===== config.mk =====
export PLATFORM = sky130hd
export DESIGN_NAME = mstat_reg
export DESIGN_NICKNAME = d
export VERILOG_FILES = /design/src/rtl/mstat_pkg.sv /design/src/rtl/mstat_next.sv /design/src/rtl/mstat_view.sv /design/src/rtl/mstat_reg.sv
export SDC_FILE = /design/constraint.sdc
export NUM_CORES = 1
export LEC_CHECK = 0
export CORE_UTILIZATION = 21
export CTS_CLUSTER_SIZE = 40
export DETAILED_ROUTE_END_ITERATION = 8
export PLACE_DENSITY_LB_ADDON = 0.15
export SYNTH_ARGS = -nofsm -noshare
export SYNTH_HDL_FRONTEND = slang
export SYNTH_SLANG_ARGS = --single-unit

===== constraint.sdc =====
create_clock -name clk -period 1.49 [get_ports clk]
set_input_delay 0.149 -clock clk [delete_from_list [all_inputs] [get_ports clk]]
set_output_delay 0.149 -clock clk [all_outputs]
set_load 0.005 [all_outputs]

===== src/rtl/mstat_pkg.sv =====
package mstat_pkg;
  localparam int REG_W = 32;

  // vector index = 31 - architectural bit number
  localparam int POS_INT_EN       = 1;
  localparam int POS_CARRY        = 2;
  localparam int POS_BRK          = 3;
  localparam int POS_STRM_ERR     = 4;
  localparam int POS_ICACHE       = 5;
  localparam int POS_DIV_FLT      = 6;
  localparam int POS_DCACHE       = 7;
  localparam int POS_EXC_EN       = 8;
  localparam int POS_EXC_BUSY     = 9;
  localparam int POS_VER_PRESENT  = 10;
  localparam int POS_USER         = 11;
  localparam int POS_USER_SAVE    = 12;
  localparam int POS_VIRT         = 13;
  localparam int POS_VIRT_SAVE    = 14;
  localparam int POS_CARRY_MIRROR = 31;

  function automatic logic [REG_W-1:0] writable_mask(
    input bit mmu, input bit exc, input bit dc,
    input bit ic, input bit dv, input bit st);
    logic [REG_W-1:0] m;
    m = '0;
    m[POS_INT_EN] = 1'b1;
    m[POS_CARRY]  = 1'b1;
    m[POS_BRK]    = 1'b1;
    m[POS_STRM_ERR] = st;
    m[POS_ICACHE]   = ic;
    m[POS_DIV_FLT]  = dv;
    m[POS_DCACHE]   = dc;
    m[POS_EXC_EN]   = exc;
    m[POS_EXC_BUSY] = exc;
    m[POS_USER]      = mmu;
    m[POS_USER_SAVE] = mmu;
    m[POS_VIRT]      = mmu;
    m[POS_VIRT_SAVE] = mmu;
    return m;
  endfunction
endpackage


===== src/rtl/mstat_next.sv =====
module mstat_next
  import mstat_pkg::*;
#(
  parameter logic [REG_W-1:0] WMASK = '0
) (
  input  logic [REG_W-1:0] cur_q,
  input  logic             full_wr,
  input  logic [REG_W-1:0] full_data,
  input  logic             op_en,
  input  logic             op_clr,
  input  logic [REG_W-1:0] op_mask,
  input  logic [REG_W-1:0] ev_bits,
  output logic [REG_W-1:0] next_q,
  output logic             fwd_carry
);
  logic [REG_W-1:0] sw_val;

  always_comb begin
    if (full_wr)
      sw_val = full_data;
    else if (op_en && op_clr)
      sw_val = cur_q & ~op_mask;
    else if (op_en)
      sw_val = cur_q | op_mask;
    else
      sw_val = cur_q;
    next_q = (sw_val | ev_bits) & WMASK;
    // only a bit operation forwards carry in the same cycle
    fwd_carry = (op_en && !full_wr) ? sw_val[POS_CARRY] : cur_q[POS_CARRY];
  end
endmodule


===== src/rtl/mstat_view.sv =====
module mstat_view
  import mstat_pkg::*;
#(
  parameter int ADDR_W   = 14,
  parameter int SEL_ADDR = 1,
  parameter bit HAS_PVR  = 1'b1
) (
  input  logic [REG_W-1:0]  cur_q,
  input  logic [ADDR_W-1:0] rd_addr,
  output logic [REG_W-1:0]  view,
  output logic [REG_W-1:0]  rd_data
);
  localparam logic [ADDR_W-1:0] SEL = ADDR_W'(SEL_ADDR);

  always_comb begin
    view = cur_q;
    view[POS_CARRY_MIRROR] = cur_q[POS_CARRY];
    view[POS_VER_PRESENT]  = HAS_PVR;
    rd_data = (rd_addr == SEL) ? view : '0;
  end
endmodule


===== src/rtl/mstat_reg.sv =====
module mstat_reg
  import mstat_pkg::*;
#(
  parameter int ADDR_W     = 14,
  parameter int SEL_ADDR   = 1,
  parameter bit HAS_PVR    = 1'b1,
  parameter bit HAS_MMU    = 1'b1,
  parameter bit HAS_EXC    = 1'b1,
  parameter bit HAS_DCACHE = 1'b1,
  parameter bit HAS_ICACHE = 1'b1,
  parameter bit HAS_DIV    = 1'b1,
  parameter bit HAS_STREAM = 1'b1
) (
  input  logic              clk,
  input  logic              rst,
  input  logic              spr_wr_en,
  input  logic [ADDR_W-1:0] spr_wr_addr,
  input  logic [31:0]       spr_wr_data,
  input  logic              bit_op_en,
  input  logic              bit_op_clr,
  input  logic [31:0]       bit_op_mask,
  input  logic [ADDR_W-1:0] spr_rd_addr,
  output logic [31:0]       spr_rd_data,
  input  logic              ev_strm_mismatch,
  input  logic              ev_div_fault,
  input  logic              ev_break,
  input  logic              ev_exc_entry,
  output logic [31:0]       status_out,
  output logic              carry_now
);
  localparam logic [REG_W-1:0] WMASK =
    writable_mask(HAS_MMU, HAS_EXC, HAS_DCACHE, HAS_ICACHE, HAS_DIV, HAS_STREAM);
  localparam logic [ADDR_W-1:0] SEL = ADDR_W'(SEL_ADDR);

  logic [REG_W-1:0] msr_q;
  logic [REG_W-1:0] msr_d;
  logic [REG_W-1:0] ev_bits;
  logic             full_wr;

  assign full_wr = spr_wr_en && (spr_wr_addr == SEL);

  always_comb begin
    ev_bits = '0;
    ev_bits[POS_STRM_ERR] = ev_strm_mismatch;
    ev_bits[POS_DIV_FLT]  = ev_div_fault;
    ev_bits[POS_BRK]      = ev_break;
    ev_bits[POS_EXC_BUSY] = ev_exc_entry;
  end

  mstat_next #(.WMASK(WMASK)) u_next (
    .cur_q     (msr_q),
    .full_wr   (full_wr),
    .full_data (spr_wr_data),
    .op_en     (bit_op_en),
    .op_clr    (bit_op_clr),
    .op_mask   (bit_op_mask),
    .ev_bits   (ev_bits),
    .next_q    (msr_d),
    .fwd_carry (carry_now)
  );

  always_ff @(posedge clk) begin
    if (rst) msr_q <= '0;
    else     msr_q <= msr_d;
  end

  mstat_view #(.ADDR_W(ADDR_W), .SEL_ADDR(SEL_ADDR), .HAS_PVR(HAS_PVR)) u_view (
    .cur_q   (msr_q),
    .rd_addr (spr_rd_addr),
    .view    (status_out),
    .rd_data (spr_rd_data)
  );
endmodule


---- Word-level counts from Yosys, hierarchy flattened ----
Cells that the tools add are included.
operators by class
  equality and inequality tests ........... 2
  mux-type cells .......................... 5
  bitwise gates (word level) .............. 4
  reduce and logical (&&, ||, !) cells .... 4
operators by type and width
  kind                 number
  $mux 15              3
  $mux 32              1
  $eq 14x1->1 const B  2
  $and 15x15->15       1
  $not 15->15          1
  $or 15x10->15        1
  $or 15x15->15        1
  $logic_and 1x1->1    3
  $logic_not 1->1      1
  $mux 1               1
word-level totals
  flip-flop bits (word level) ............. 13
  logic and storage cells ................. 16

---- Depth between registers and ports, before layout ----
Gate-level depths: netlist (run 1).
  word-level depth ........................ 5
  gate-level depth with buffers ........... 6
  depth with buffers taken out ............ 4

---- Hierarchy ----
From an unflattened synthesis (run 1), not the netlist that was laid out.
unflattened totals
  cells, all modules ...................... 283
  area, all modules ....................... 2687.6 um^2
by module, submodules not included
  module      instances  cells each  area an instance (um^2)  sequential area each (um^2)
  mstat_view  1          117         1072.3                   0.0
  mstat_reg   1          73          903.4                    640.6
  mstat_next  1          93          711.9                    0.0

---- Worst setup path before layout (run 1) ----
Ideal clock, no wire load.
  path type ............................... in2out
  start point ............................. in spr_rd_addr[5]
  end point ............................... out spr_rd_data[31]
  arrival time ............................ 1.376 ns
  data required time ...................... 1.341 ns
  setup slack ............................. -0.035 ns
  stages .................................. 5
  path buffers ............................ 2
  cell sequence ........................... or4_4 > nor4_4 > buf_6 > and2_1 > buf_4
on the way
  longest elaborated chain between the ends .. 2
RTL lines
  element          line              RTL
  start, declared  mstat_reg.sv:22   input logic [ADDR_W-1:0] spr_rd_addr,
  $eq 14x1->1      mstat_view.sv:19  rd_data = (rd_addr == SEL) ? view : '0;
  $mux 32          mstat_view.sv:19
  end, declared    mstat_reg.sv:23   output logic [31:0] spr_rd_data,
No other way between the ends.

---- Worst setup path after layout (run 1) ----
  start point ............................. in spr_rd_addr[6]
  end point ............................... out spr_rd_data[4]
The elaborated chain is that of the path after synthesis.

==> flow_summary.toml, run 1 <==
[global_route]
grt_max_degree = 18
grt_pass1_wl_um = 5292
grt_use_met3_pct = 3.481
groute.layer.met1.usage_pct = 15.21
grt-busiest-layer = "met2"
overflow = 0
grt_pass1_vias = 1134
use_met2_pct = 23.22
grt_antenna_before_repair = 0
grt_use_total_pct = 12.81

[timing]
setup_ws_ns = -0.1751
min_period_ns = 1.665
whs_ns = 0.5091
setup_viol = 14
slew_violations = 0
rsz0062_at_grt = "true"
final-hold-violation-count = 0
fin_crit_sh_pct = 111.7
fmax_ghz = 0.6006
skew_ns = 0

[synthesis]
ys_warn_count = 0
yosysTopAreaCell = "buf_4"
yosys-top-cells-count = "buf_4, and2_1, dfxtp_1, nor2_1"
syn_area_sq_um = 1124
yosysMostFrequentCell = "buf_4"
synthCells = 140
synth.avg_cell_area_sq_um = 8.026
ys.flop_type = "dfxtp_1"
ys_seq_area_share_pct = 23.16
synth_area_leaders = "buf_4, dfxtp_1, mux2i_1"
yosysUniqueCellTypes = 22
synthArstFlopShare_pct = 0
synth_edf_count = 0
ys_seq_elements = 13
synth_top_area_share_pct = 24.72

[pwr]
netSwitchingFraction_pct = 26.46
max-vdd-ir-drop_mv = 0.3349
power_density_nw_per_um2 = 496.6
p_switching_mw = 0.2824
internal-power_mw = 0.7850
power_frac_comb_pct = 33.0
p_seq_share_pct = 36.7
clock_power_share_pct = 30.4
p_leak_nw = 1.027

[placement]
detailed_place_hpwl_um = 2867
dp_cells = 301
gp_congestion = 0.6557
place_ws_ns = -0.8488
port_buffers = 92

[floorplan]
io_pins = 166
rows = 26
die-area_sq_um = 5647
die_h_um = 75.15
initial_core_util_pct = 21.86
core_area_sq_um = 5140
dieWidth_um = 75.15

[status]
violations = "negative setup slack"
status = "complete, but fails checks"

[drt]
drtAntennaViolNets = 0
wirelength_um = 3615
num_vias = 1235
wire_per_inst_um = 11.59
drc = 0
drtIter0Drc = 32
dr.pass1.iters = 4
vias_per_cell = 3.958

[setup_path]
critPathMaxFanout = 5
crit_chain = "buf_6 > or4_4 > nor4_4 > buf_4 > buf_12 > buf_6 > and2_4 > buf_6"
worstSetupEndpointType = "primary output"
crit_type = "input port to primary output"
cp_data_required_time_ns = 1.34
critPathSlowestCell = "or4_4"
max_stage_delay_ns = 0.53
critPathTopFamily = "simple AND/OR/NAND/NOR gates"
cp_common_cell = "buf_6"
critical_path_arrival_ns = 1.52
start_kind = "input port"
crit_buf_inv = 5

[clocking]
cts_sinks = 13
cts_hold_buf = 0
cts_tree = "yes"
clk-insertion-delay-late_ns = 0.24
cts.root.buffer_cell = "clkbuf_8"
clk_path_buf_depth = 2
htree_levels = 1
clkSlewWorstSetupHoldPaths_ns = 0.06
numCtsBuffers = 3

[cells_and_area]
syn_to_final_growth_pct = 91.31
nets = 344
drive_gt1_share_pct = 26.86
fin_cells = 312
regMostFlops = "msr_q"
largestRegisters = "msr_q: 13 flops"
largest_reg_flops = 13
diodes = 0

[min_path]
min_path_type = "input port to flop"

[job]
maxCapViolations = 0
final timing paths:
check        slack, ns  depth (start not counted)              to            from
max reg2reg       0.54                          5        msr_q[2]        msr_q[2]
min               0.51                          3        msr_q[5]  spr_wr_data[5]
max              -0.18                          8  spr_rd_data[4]  spr_rd_addr[6]
min reg2reg       0.66                          2        msr_q[6]        msr_q[6]
final cells by class:
class | count | area [sq um]
Clock buffer | 4 | 45.04
Fill cell | 557 | 2990
Multi-Input combinational cell | 116 | 744.5
Sequential cell | 13 | 260.3
Tap cell | 70 | 87.58
Timing Repair Buffer | 109 | 1012
routing by layer:
metal / wire length [um] / part of all wire (%) / vias up
met5: 0 / 0 / -
met4: 21 / 0.58 / 0
met3: 299 / 8.3 / 2
met2: 1834 / 51 / 62
met1: 1460 / 40 / 551
li1: - / - / 620
placed cells by master (no fill, tap or decap), types with 7 or more instances in the layout:
cell type / count
buf_2: 11
buf_4: 10
a31oi_1: 11
dfxtp_1: 13
a21oi_1: 11
clkdlybuf4s50_1: 48
dlygate4sd2_1: 10
and2_4: 8
conb_1: 35
mux2i_1: 9
buf_6: 17
nor2_1: 13
clkdlybuf4s15_1: 7
worst min-delay path, cell delays in order:
cell	delay, ns
clkdlybuf4s50_1	0.39
mux2i_1	0.12
nor2_1	0.05
what timing repair did:
action / 4_1_cts / 5_1_grt
setup endpoints to repair: 16 / 16
pin swaps: 13 / 4
setup buffers: 7 / 0
gates cloned: 0 / 0
resized for setup: 133 / 20
power groups by stage:
stage	Clock (mW)	Sequential (mW)	Combinational [mW]
CTS	0.341	0.391	0.356
floorplan	0	0.397	0.172
global placement	0	0.399	0.361
detailed placement	0	0.398	0.363
finish	0.324	0.392	0.352
global route	0.362	0.395	0.393
stage by stage:
step | TNS [ns] | area, sq um | power [mW] | util [%]
final | -1.501 | 2150 | 1.067 | 41.82
after global routing | -2.657 | 2150 | 1.151 | 41.82
after CTS | -1.810 | 2112 | 1.088 | 41.09
after detailed placement | -14.75 | 2018 | 0.7612 | 39.26
after global placement | -14.80 | 2018 | 0.7597 | 39.26
after floorplan | -0.03542 | 1247 | 0.5691 | -
cell families after synthesis:
| group | Yosys count | synth area share [%] |
|---|---|---|
| buf+inv | 44 | 27.84 |
| flops | 13 | 23.16 |
| simple gates | 43 | 24.28 |
| compound gates | 28 | 15.03 |
| mux | 10 | 9.020 |
| other cells | 2 | 0.6684 |
Note: power is estimated with default switching activity, not from simulation.
==> inputs of run 2 (changes only) <==
--- a/config.mk
+++ b/config.mk
@@ -5,6 +5,7 @@
 export SDC_FILE = /design/constraint.sdc
 export NUM_CORES = 1
 export LEC_CHECK = 0
+export CORE_MARGIN = 2
 export CORE_UTILIZATION = 21
 export CTS_CLUSTER_SIZE = 40
 export DETAILED_ROUTE_END_ITERATION = 8
==> flow_summary.toml, run 2 (synthesis results as in run 1) <==
[global_route]
grt_antenna_before_repair = 0
grt_max_degree = 18
grt_pass1_vias = 1136
grt_use_total_pct = 11.79
overflow = 0
grt_pass1_wl_um = 5651

[cells_and_area]
nets = 339
largest_reg_flops = 13
stdcell_area_sq_um = 2083
largestRegisters = "msr_q: 13 flops"
layout_common_cells = "clkdlybuf4s50_1, conb_1, buf_6"
register_area_sq_um = 260.3
fin_util_pct = 40.53
mostFrequentLayoutCell = "clkdlybuf4s50_1"
regMostFlops = "msr_q"
syn_to_final_growth_pct = 85.41
multi_input_area_sq_um = 730.7
diodes = 0
drive_gt1_share_pct = 26.16
fillers = 565
fin_cells = 307

[placement]
gp_congestion = 0.6656
dp_cells = 299
port_buffers = 92
detailed_place_hpwl_um = 2912
place_ws_ns = -0.8553
dpl_cell_area_sq_um = 2003

[setup_path]
max_stage_delay_ns = 0.53
cp_data_required_time_ns = 1.34
crit_buf_inv = 5
critPathSlowestCell = "or4_4"
critPathTopFamily = "simple AND/OR/NAND/NOR gates"
critical_path_arrival_ns = 1.50
crit_chain = "buf_6 > or4_4 > nor4_4 > buf_6 > buf_6 > buf_6 > and2_4 > buf_6"
start_kind = "input port"
crit_type = "input port to primary output"
cp-startpoint = "spr_rd_addr[6]"
r2r_start = "msr_q[4]"
worstSetupEndpointType = "primary output"
cp_common_cell = "buf_6"
critPathMaxFanout = 7

[timing]
fin_crit_sh_pct = 110.9
fmax_ghz = 0.6052
slew_violations = 0
whs_ns = 0.4993
final-hold-violation-count = 0
tns_ns = -1.225
setup_viol = 12
rsz0062_at_grt = "true"
skew_ns = 0
setup_ws_ns = -0.1624
min_period_ns = 1.652

[clocking]
cts.root.buffer_cell = "clkbuf_8"
cts_tree = "yes"
numCtsBuffers = 3
clk_path_buf_depth = 2
cts_hold_buf = 0
cts_sinks = 13
htree_levels = 1
clk-insertion-delay-late_ns = 0.25
clkSlewWorstSetupHoldPaths_ns = 0.06

[drt]
num_vias = 1214
drtIter0Drc = 28
wire_per_inst_um = 12.20
dr.pass1.iters = 4
drtAntennaViolNets = 0
drc = 0
wirelength_um = 3744
vias_per_cell = 3.954

[floorplan]
die_h_um = 77.15
initial_core_util_pct = 21.86
core_area_sq_um = 5140
die-area_sq_um = 5951
dieWidth_um = 77.15
rows = 26
io_pins = 166

[pwr]
power_density_nw_per_um2 = 508.5
power.total_mw = 1.059
p_leak_nw = 0.9800
max-vdd-ir-drop_mv = 0.3877

[status]
status = "complete, but fails checks"
violations = "negative setup slack"

[min_path]
holdCritStartpoint = "bit_op_en"
min_path_type = "input port to flop"

[job]
maxCapViolations = 0
run 2: timing repair:
action                                  4_1_cts  5_1_grt
gates resized for setup                     132       16
endpoints found under the setup margin       16       16
buffers inserted                              4        0
pin swaps                                    16        5
run 2: layout make-up:
cell class	instances	area share [%]
timing repair buffer	104	46.01
multi-input combinational	116	35.08
clock inverter	1	0.2402
sequential	13	12.49
clock buffer	3	1.982
tap	70	4.204
run 2: power breakdown:
group	internal, mW	switching (mW)	total, mW	leakage (nW)
sequential	0.373	0.0197	0.392	0.108
clock	0.185	0.139	0.323	0.0255
combinational	0.216	0.128	0.344	0.847
run 2: per-layer routing:
metal / track usage [%] / share of wire, %
met1: 14.62 / 42
met2: 20.70 / 50
met3: 3.647 / 7.8
met4: 1.071 / 0.27
met5: 0 / 0
run 2: path summary, 6_finish.rpt:
path / to / slack, ns / cells after the start
setup reg to reg: msr_q[4] / 0.56 / 4
hold reg to reg: msr_q[6] / 0.66 / 2
hold / removal: msr_q[2] / 0.50 / 4
setup / recovery: spr_rd_data[12] / -0.16 / 8
run 2: worst min-delay path, delay by kind of cell:
family                 cells  cell delay, ns
buffers and inverters      1            0.22
AO/OA/AOI/OAI              1            0.15
multiplexers               1            0.13
AND/OR/NAND/NOR            1            0.05
==> inputs of run 3 (changes only) <==
--- a/config.mk
+++ b/config.mk
@@ -5,11 +5,14 @@
 export SDC_FILE = /design/constraint.sdc
 export NUM_CORES = 1
 export LEC_CHECK = 0
+export ABC_AREA = 1
 export CORE_MARGIN = 2
-export CORE_UTILIZATION = 21
+export CORE_UTILIZATION = 24
+export CTS_CLUSTER_DIAMETER = 50
 export CTS_CLUSTER_SIZE = 40
 export DETAILED_ROUTE_END_ITERATION = 8
 export PLACE_DENSITY_LB_ADDON = 0.15
 export SYNTH_ARGS = -nofsm -noshare
 export SYNTH_HDL_FRONTEND = slang
 export SYNTH_SLANG_ARGS = --single-unit
+export TNS_END_PERCENT = 1
==> flow_summary.toml, run 3 <==
[status]
status = "complete, no violations"

[pwr]
power_frac_comb_pct = 34.9
p_switching_mw = 0.2890
p_leak_nw = 1.198
max-vdd-ir-drop_mv = 0.2266
power_density_nw_per_um2 = 452.1
internal-power_mw = 0.7841
clock_power_share_pct = 29.5
netSwitchingFraction_pct = 26.93
p_seq_share_pct = 35.6

[drt]
wire_per_inst_um = 10.20
num_vias = 1610
drtIter0Drc = 54
vias_per_cell = 3.898
wirelength_um = 4211
dr.pass1.iters = 4
drtAntennaViolNets = 0
drc = 0

[synthesis]
synth.avg_cell_area_sq_um = 5.866
yosys-top-cells-count = "buf_4, nand2_1, nor2_1"
ys_seq_area_share_pct = 18.96
synth_area_leaders = "buf_4, dfxtp_1, nand3_1"
synthCells = 234
ys.flop_type = "dfxtp_1"
ys_warn_count = 0
ys_seq_elements = 13
syn_area_sq_um = 1373
synthArstFlopShare_pct = 0
synth_top_area_share_pct = 20.24
synth_edf_count = 0
yosysTopAreaCell = "buf_4"
yosysUniqueCellTypes = 22

[global_route]
grt_antenna_before_repair = 0
overflow = 0
grt_use_total_pct = 13.13
grt_pass1_vias = 1454
grt_max_degree = 18
grt_pass1_wl_um = 6492

[cells_and_area]
mostFrequentLayoutCell = "clkdlybuf4s50_1"
multi_input_area_sq_um = 810.8
syn_to_final_growth_pct = 72.93
diodes = 0
fin_util_pct = 43.10
drive_gt1_share_pct = 15.84
register_area_sq_um = 260.3
layout_common_cells = "clkdlybuf4s50_1, nand2_1, inv_1, conb_1, nor2_1"
largest_reg_flops = 13
fillers = 613
largestRegisters = "msr_q: 13 flops"
nets = 443
regMostFlops = "msr_q"
stdcell_area_sq_um = 2374

[placement]
dpl_cell_area_sq_um = 2310
detailed_place_hpwl_um = 3471
place_ws_ns = -0.5851
port_buffers = 92
gp_congestion = 0.7123

[setup_path]
crit_chain = "clkdlybuf4s15_1 > or2_1 > nor4_2 > nand2_2 > buf_8 > buf_6 > nor2_4 > buf_2"
critPathMaxFanout = 8
critical_path_arrival_ns = 1.29
cp_data_required_time_ns = 1.34
crit_type = "input port to primary output"
critPathSlowestCell = "or2_1"
worstSetupEndpointType = "primary output"
reg2reg_depth = 6
max_stage_delay_ns = 0.23
start_kind = "input port"

[timing]
final-hold-violation-count = 0
min_period_ns = 1.441
fin_crit_sh_pct = 96.72
tns_ns = 0
setup_viol = 0
setup_ws_ns = 0.04893
skew_ns = 0
slew_violations = 0
fmax_ghz = 0.6939
rsz0062_at_grt = "true"

[clocking]
htree_levels = 1
clk_path_buf_depth = 2
clkSlewWorstSetupHoldPaths_ns = 0.05
numCtsBuffers = 3
cts.root.buffer_cell = "clkbuf_8"
cts_sinks = 13
cts_tree = "yes"
clk-insertion-delay-late_ns = 0.24

[floorplan]
die-area_sq_um = 6340
die_h_um = 79.63
core_area_sq_um = 5507
dieWidth_um = 79.63
initial_core_util_pct = 24.93
io_pins = 166
rows = 27

[min_path]
hold_path_depth = 6
min_path_type = "input port to flop"

[job]
maxCapViolations = 0
==> run 3: worst paths after layout <==
check,start,endpoint,slack (ns)
worst max-delay path,spr_rd_addr[12],spr_rd_data[2],0.05
worst min register to register,msr_q[8],msr_q[8],0.59
worst max register to register,msr_q[2],msr_q[2],0.46
worst min-delay path,bit_op_en,msr_q[7],0.53
==> run 3: timing repair <==
item / 4_1_cts / 5_1_grt
hold buffers: 0 / 0
setup buffers: 4 / 0
resized for setup: 78 / 9
setup endpoints to repair: 16 / 20
endpoints found under the hold margin: 0 / 0
pin swaps: 11 / 7
gates cloned: 0 / 0
==> run 3: power by group through the flow <==
stage / Combinational (mW) / Sequential (mW) / Clock, mW
2_1_floorplan: 0.196 / 0.390 / 0
3_3_place_gp: 0.386 / 0.389 / 0
3_5_place_dp: 0.387 / 0.389 / 0
4_1_cts: 0.378 / 0.382 / 0.325
5_1_grt: 0.421 / 0.385 / 0.344
6_report: 0.375 / 0.382 / 0.316
==> run 3: through the flow <==
step / power (mW) / cells / hold slack (ns)
floorplan: 0.5857 / 267 / 0.2214
global placement: 0.7743 / 405 / 0.5773
detailed placement: 0.7761 / 405 / 0.5864
CTS: 1.085 / 413 / 0.5550
global route: 1.150 / 413 / 0.5488
finish: 1.073 / 413 / 0.5253
==> run 3: cells by family (layout without fill, tap and decap cells) <==
family / after synthesis / count (layout) / share of synthesized area (%)
AOI/OAI and AO/OA: 20 / 20 / 7.931
buffers and inverters: 77 / 151 / 32.45
DFF: 13 / 13 / 18.96
and+or+nand+nor: 122 / 122 / 40.11
other: 2 / 35 / 0.5472
==> run 3: critical path, delay by kind of cell <==
family / cells / cell delay (ns)
simple gates: 4 / 0.60
buf+inv: 4 / 0.53
==> run 3: cell type report <==
type / count / area share [%]
inverter: 36 / 5.799
multi-input combinational: 177 / 34.16
timing repair buffer: 111 / 43.38
tap: 72 / 3.795
sequential: 13 / 10.96
clock buffer: 4 / 1.898
==> run 3: metal layers <==
metal	wire (um)	vias to the layer above	global-route usage, %
li1	-	861	-
met1	1832	676	16.75
met2	2001	71	22.52
met3	346	2	2.036
met4	30	0	4.138
met5	0	-	0
